[src/rtl/split_lane_regfile.sv]
module split_lane_regfile #(
  parameter int NUM_REGS = 10,
  parameter int AW       = 4,
  parameter int LANE_W   = 32,
  parameter int CTL_W    = 32,
  parameter int MODE_BIT = 5
) (
  input  logic                  clk,
  input  logic                  rst_n,
  input  logic                  ctl_we,
  input  logic [CTL_W-1:0]      ctl_wdata,
  input  logic                  wr_en,
  input  logic [AW-1:0]         wr_addr,
  input  logic [2:0]            wr_kind,
  input  logic [3*LANE_W-1:0]   wr_data,
  input  logic [2*LANE_W-1:0]   mul_prod,
  input  logic [AW-1:0]         rd_addr_a,
  output logic [3*LANE_W-1:0]   rd_data_a,
  input  logic [AW-1:0]         rd_addr_b,
  output logic [3*LANE_W-1:0]   rd_data_b,
  output logic [CTL_W-1:0]      ctl_word,
  output logic                  split_mode,
  output logic                  flag_n,
  output logic                  flag_z
);
  localparam int ENT_W = 3 * LANE_W;
  localparam int PROD_W = 2 * LANE_W;
  localparam logic [2:0] K_SMOVE = 3'd0;
  localparam logic [2:0] K_SRES  = 3'd1;
  localparam logic [2:0] K_IMUL  = 3'd2;
  localparam logic [2:0] K_WMOVE = 3'd3;
  localparam logic [2:0] K_XRES  = 3'd4;

  logic [NUM_REGS-1:0][ENT_W-1:0] regs;
  logic up_we, mid_we, lo_we;
  logic [LANE_W-1:0] up_d, mid_d, lo_d;

  wire wr_hit = wr_en && (int'(wr_addr) < NUM_REGS);
  assign split_mode = ctl_word[MODE_BIT];

  always_ff @(posedge clk or negedge rst_n)
    if (!rst_n)      ctl_word <= '0;
    else if (ctl_we) ctl_word <= ctl_wdata;

  always_comb begin
    up_we  = 1'b0;
    mid_we = 1'b0;
    lo_we  = 1'b0;
    up_d   = wr_data[ENT_W-1:PROD_W];
    mid_d  = wr_data[PROD_W-1:LANE_W];
    lo_d   = wr_data[LANE_W-1:0];
    case (wr_kind)
      K_SMOVE, K_SRES: begin
        up_we  = 1'b1;
        mid_we = 1'b1;
        lo_we  = !split_mode;
        lo_d   = '0;
      end
      K_IMUL: begin
        lo_we  = 1'b1;
        mid_we = !split_mode;
        lo_d   = mul_prod[LANE_W-1:0];
        mid_d  = mul_prod[PROD_W-1:LANE_W];
      end
      K_WMOVE, K_XRES: begin
        up_we  = 1'b1;
        mid_we = 1'b1;
        lo_we  = 1'b1;
      end
      default: ;
    endcase
  end

  for (genvar i = 0; i < NUM_REGS; i++) begin : g_ent
    wire sel = wr_hit && (wr_addr == AW'(i));
    always_ff @(posedge clk or negedge rst_n)
      if (!rst_n) regs[i] <= '0;
      else if (sel) begin
        if (up_we)  regs[i][ENT_W-1:PROD_W]  <= up_d;
        if (mid_we) regs[i][PROD_W-1:LANE_W] <= mid_d;
        if (lo_we)  regs[i][LANE_W-1:0]      <= lo_d;
      end
  end

  always_ff @(posedge clk or negedge rst_n)
    if (!rst_n) begin
      flag_n <= 1'b0;
      flag_z <= 1'b0;
    end else if (wr_hit && wr_kind == K_IMUL) begin
      flag_n <= mul_prod[PROD_W-1];
      flag_z <= ~|mul_prod;
    end

  assign rd_data_a = (int'(rd_addr_a) < NUM_REGS) ? regs[rd_addr_a] : '0;
  assign rd_data_b = (int'(rd_addr_b) < NUM_REGS) ? regs[rd_addr_b] : '0;
endmodule

[config.mk]
export PLATFORM = sky130hd
export DESIGN_NAME = split_lane_regfile
export DESIGN_NICKNAME = d
export VERILOG_FILES = /design/src/rtl/split_lane_regfile.sv
export SDC_FILE = /design/constraint.sdc
export NUM_CORES = 2
export LEC_CHECK = 0
export BUFFER_PORTS_ARGS = -buffer_cell sky130_fd_sc_hd__buf_4
export CAP_MARGIN = 20
export CORE_ASPECT_RATIO = 1.5
export CORE_MARGIN = 5
export CORE_UTILIZATION = 50
export CTS_BUF_LIST = sky130_fd_sc_hd__clkbuf_8
export DETAILED_ROUTE_END_ITERATION = 6
export HOLD_SLACK_MARGIN = 0.05
export MAX_ROUTING_LAYER = met4
export PLACE_DENSITY = 0.69
export SKIP_LAST_GASP = 1
export SYNTH_ARGS = -nofsm -noshare
export SYNTH_HDL_FRONTEND = slang
export SYNTH_SLANG_ARGS = --single-unit
[constraint.sdc]
create_clock -name clk -period 4.3 [get_ports clk]
set_input_delay 0.43 -clock clk [delete_from_list [all_inputs] [get_ports clk]]
set_output_delay 0.43 -clock clk [all_outputs]
set_load 0.01 [all_outputs]
# Yosys cells after proc, flatten, opt, wreduce, memory -nomap -nowiden
# Index checks and enable logic that the tools add are counted.
# Widths: inputs -> output; s select.
dict set report totals {
  reg_bits 994
  out_inout_bits 227
  inputBits 211
  wordCells 112
}
dict set report classes {
  n_lt_le_gt_ge 5
  reduce_logical 50
  n_eq_ne 13
  mux 11
}
# cell n
set op_table {}
lappend op_table {{$bmux 96 s4} 2}
lappend op_table {{$mux 96} 4}
lappend op_table {{$pmux 32 s2} 1}
lappend op_table {{$reduce_or 64->1} 1}
lappend op_table {{$reduce_and 2->1} 30}
lappend op_table {{$mux 32} 1}
lappend op_table {{$eq 4x3->1 const B} 4}
lappend op_table {{$logic_and 1x1->1} 12}
lappend op_table {{$lt 4x4->1 const B} 3}
lappend op_table {{$lt 4x5->1 const B} 2}
lappend op_table {{$eq 4x2->1 const B} 2}
lappend op_table {{$eq 4x4->1 const B} 2}
lappend op_table {{$eq 3x2->1 const B} 2}
lappend op_table {{$eq 4x1->1 const B} 1}
lappend op_table {{$logic_not 4->1} 1}
lappend op_table {{$pmux 1 s2} 2}
lappend op_table {{$reduce_or 4->1} 1}
lappend op_table {{$eq 3x1->1 const B} 1}
lappend op_table {{$eq 3x3->1 const B} 1}
lappend op_table {{$logic_not 3->1} 1}
lappend op_table {{$reduce_or 3->1} 1}
lappend op_table {{$logic_not 1->1} 2}
lappend op_table {{$reduce_or 2->1} 1}
lappend op_table {{$mux 1} 1}

# Logic depth before layout (Yosys ltp)
dict set report depth {
  ltp_word 4
  ltp_mapped 7
  depth_no_buf 4
}

# Worst setup path after synthesis
# OpenSTA, ideal clock, no wires.
dict set report synth_timing {
  path_kind {input -> output}
  start {input port rd_addr_b[0]}
  end {output port rd_data_b[13]}
  stages 6
  t_arrival_ps 1933
  path_buffers 3
  slack_ps 1937
  cell_sequence {buf_2 > buf_2 > buf_2 > mux4_2 > a221oi_1 > a21oi_1}
}
dict set report synth_between {
  elab_chain_cells 3
  elab_cells_between_ends 4
}
# item line_no
set synth_rtl {}
lappend synth_rtl {{start: declaration} 19} ;# input logic [AW-1:0] rd_addr_b,
lappend synth_rtl {{$bmux 96 s4} 95} ;# assign rd_data_b = (int'(rd_addr_b) < NUM_REGS) ? regs[rd_addr_b] : '0;
lappend synth_rtl {{$mux 96 (not written as such)} 95}
lappend synth_rtl {{$mux 96 *} 95}
lappend synth_rtl {{end: declaration} 20} ;# output logic [3*LANE_W-1:0] rd_data_b,
# Mark *: on every way between the ends. The rest lies on a longest branch, timed or not. The select of a mux whose other input is x is not followed.

# Worst setup path in the final report
dict set report layout_timing {
  start {input port rd_addr_b[1]}
  end {output port rd_data_b[56]}
}
# The elaborated chain is that of the path after synthesis.

==> metrics.md <==
| Metric | Value |
|---|---|
| Status | complete, no violations |
| Core area | ~0.11 sq mm |
| GR Util met3 | under 10% |
| Vias in the first global route | between 40k and 50k |
| Worst-Margin Slew | roughly 1200 ps |
| Place WS | between 1000 and 1500 ps |
| Layout filler cell count | roughly 8.5k |
| Full die area | approximately 0.11 sq mm |
| Via-per-instance ratio | 6.29 |
| Synthesized area per cell | around 13 sq um |
| Grt met1 use | a little under two fifths |
| Required time of the critical path | just under 4000 ps |
| Switching share of total power | between 20% and 30% |
| CP Capture Type | output port |
| Peak VDD IR | 0.260 mV |
| Die W | 276 microns |
| Synth top area share | between 40% and 50% |
| Setup Buffers After CTS | 0 |
| Area Overhead vs Synth | 18.5% |
| Clock sink count | around 990 |
| CP Data Arrival Time | around 2800 ps |
| CTS Root Cell | clkbuf_8 |
| Hold WC Path Type | input pin to flop |
| Port bufs | between 400 and 500 |
| Mapped Area | between 0.05 and 0.06 sq mm |
| Critical path class | input pin to output port |
| RSZ-0062 raised after global routing | false |
| Vias post-DR | 38.1k |
| Gr busiest metal | met2 |
| Layout cell share with drive strength beyond 1 | between 40% and 50% |
| Final Non-Filler Cells | 6051 |
| I/O pin cnt | around 440 |
| Post-placement cell count | 5571 |
| Grt ovf | 0 |
| Relative slew slack | ~18% |
| Placed cell areas | 0.0578 sq mm |
| CTS tree | done |
| Fin Setup TNS | 0 ps |
| DR iter-0 viols | around 3.2k |
| Die Y | between 400 and 500 microns |
| Final period util | between 70 and 80% |
| First-pass GRT wire length | 255000 microns |
| P_leak | about 28 nW |
| Yosys top cell by area | dfrtp_1 |
| Sequential area share after synthesis | a little under half |
| Grt met2 use | around half |
| Top cells by count, synth | dfrtp_1 (994), mux2_2 (662), nand2_1 (518) |
| FF/Latch Area | 0.0249 sq mm |
| CP max FO | 77 |
| Final Max Slew Viols | 0 |
| DR pass1 iterations | 6 |
| Post-synth top flop | dfrtp_1 |
| Clock network power share | 29.8% |
| Post-synth EDFFs | 0 |
| H-tree depth | 4 |
| CTS Buffer Depth | 3 |
| Largest net degree at the start of global routing | between 100 and 150 |
| CTS clk-pin slew, worst paths | around 60 ps |
| Count leader, synth | dfrtp_1 |
| CP startpoint kind | input pin |
| Cells after synthesis | between 3k and 4k |
| Pwr dens | about 440 mW/mm^2 |
| Skew final | 34.4 ps |
| Final hold violations | 0 |
| Worst skew pair latency | 880 ps |
| Global Route Usage Sum | a little under a third |
| # setup viols final | 0 |
| Switch Pwr | between 0.008 and 0.009 W |
| Final Critical Period | ~3300 ps |
| DPL Wire Length | 102000 microns |
| Fmax achieved | between 300 and 400 MHz |
| Initial Util | roughly half |
| Final instance area | between 0.06 and 0.07 sq mm |
| DRC | 0 |
| Routed wire length | approximately 170000 microns |
| Comb pwr share | approximately 24% |
| Async set-or-reset flop fraction in the synthesized netlist | 100% |
| Setup ws final | approximately 1000 ps |
| Flop pwr share | a little under half |
| Num CTS Buffers | 158 |
| Synth Register Bits | just under 1k |
| Initial antenna violation count | 9 |
| Remaining antenna violation count | 0 |
| Gp weighted congestion | slightly below 0.9 |
| Nets@finish | 4724 |
| Syn_nets | around 4.2k |
| # Max-Cap Violations | 0 |
| Area of the multi-input gates | 0.0266 sq mm |
| Num rows | 146 |
| Routed wire per std cell | 27.6 microns |
| Area contributors post-synth | dfrtp_1 (47%), mux4_2 (16%), mux2_2 (14%) |
| Synth warn | 0 |
| Yosys cell types | 40 |
| Internal Power | 0.0196 W |
-- state kept, by name (all words and copies together) (netlist names) --
name,flops
flag_n,1
flag_z,1
ctl_word,32
regs,960
-- metal layers --
layer	share of wire [%]	up-vias
met3	7.2	379
met1	39	19900
li1	-	16200
met4	4.3	0
met2	49	1584
met5	0	-
-- worst max-delay path: stages --
cell,delay [ps]
buf_8,310
nor2_4,910
buf_12,330
a221oi_1,120
a21oi_1,400
buf_4,200
-- per-stage QoR --
| step | hold slack (ps) | total power, W | utilization (%) |
|---|---|---|---|
| after detailed placement | 485 | 0.0194 | 54.8 |
| final | 131 | 0.0277 | 59.6 |
| after CTS | 50.3 | 0.0279 | 59.6 |
| after floorplan | 134 | 0.0171 | - |
| after global routing | 98.9 | 0.0291 | 59.6 |
| after global placement | 473 | 0.0191 | 54.8 |
-- logic make-up (layout without fill, tap and decap cells) --
logic type / Yosys count / in the layout / synth area share, %
mux: 1282 / 1282 / 36.5
flops: 994 / 994 / 46.8
compound gates: 740 / 740 / 8.52
simple gates: 591 / 591 / 4.75
buf+inv: 389 / 1030 / 3.43
other cells: 0 / 8 / 0
-- cells in the final DEF (no fill, tap or decap), drive strengths merged, types with 14 or more instances in the layout --
cell type	instances
dfrtp	994
mux2	898
buf	556
nand2	523
mux4	384
o21ai	322
clkbuf	203
a221oi	192
a21oi	190
dlygate4sd3	186
inv	59
a22oi	32
clkinv	18
nor4	17
nand4	14
-- power by group through the flow --
| stage | combinational [W] | sequential (W) | clock (W) |
|---|---|---|---|
| 3_5_place_dp | 0.00654 | 0.0129 | 0 |
| 6_report | 0.00672 | 0.0128 | 0.00826 |
| 2_1_floorplan | 0.00473 | 0.0124 | 0 |
| 5_1_grt | 0.00727 | 0.0130 | 0.00880 |
| 4_1_cts | 0.00673 | 0.0127 | 0.00842 |
| 3_3_place_gp | 0.00641 | 0.0127 | 0 |
-- repair_timing --
item,4_1_cts,5_1_grt
hold endpoints to repair,824,0
hold buffers,186,0
resized for setup,0,0
-- cell type report --
class / count / area share (%)
inverter: 2 / 0.0358
clock inverter: 83 / 0.707
clock buffer: 201 / 4.39
antenna: 8 / 0.0318
sequential: 994 / 39.5
multi-input combinational: 2613 / 42.2
tap: 1406 / 2.79
timing repair buffer: 744 / 10.3
-- worst paths after layout --
| check | start | end | slack (ps) | cells past startpoint |
|---|---|---|---|---|
| max in group asynchronous | rst_n | regs[142] | 2770 | 4 |
| worst min register to register | regs[308] | regs[308] | 490 | 2 |
| worst min-delay path | wr_data[13] | regs[205] | 130 | 3 |
| worst max-delay path | rd_addr_b[1] | rd_data_b[56] | 1040 | 6 |
| min in group asynchronous | rst_n | regs[883] | 220 | 2 |
| worst max register to register | ctl_word[5] | regs[618] | 1390 | 4 |
No activity file was read; power rests on OpenSTA's default activity.
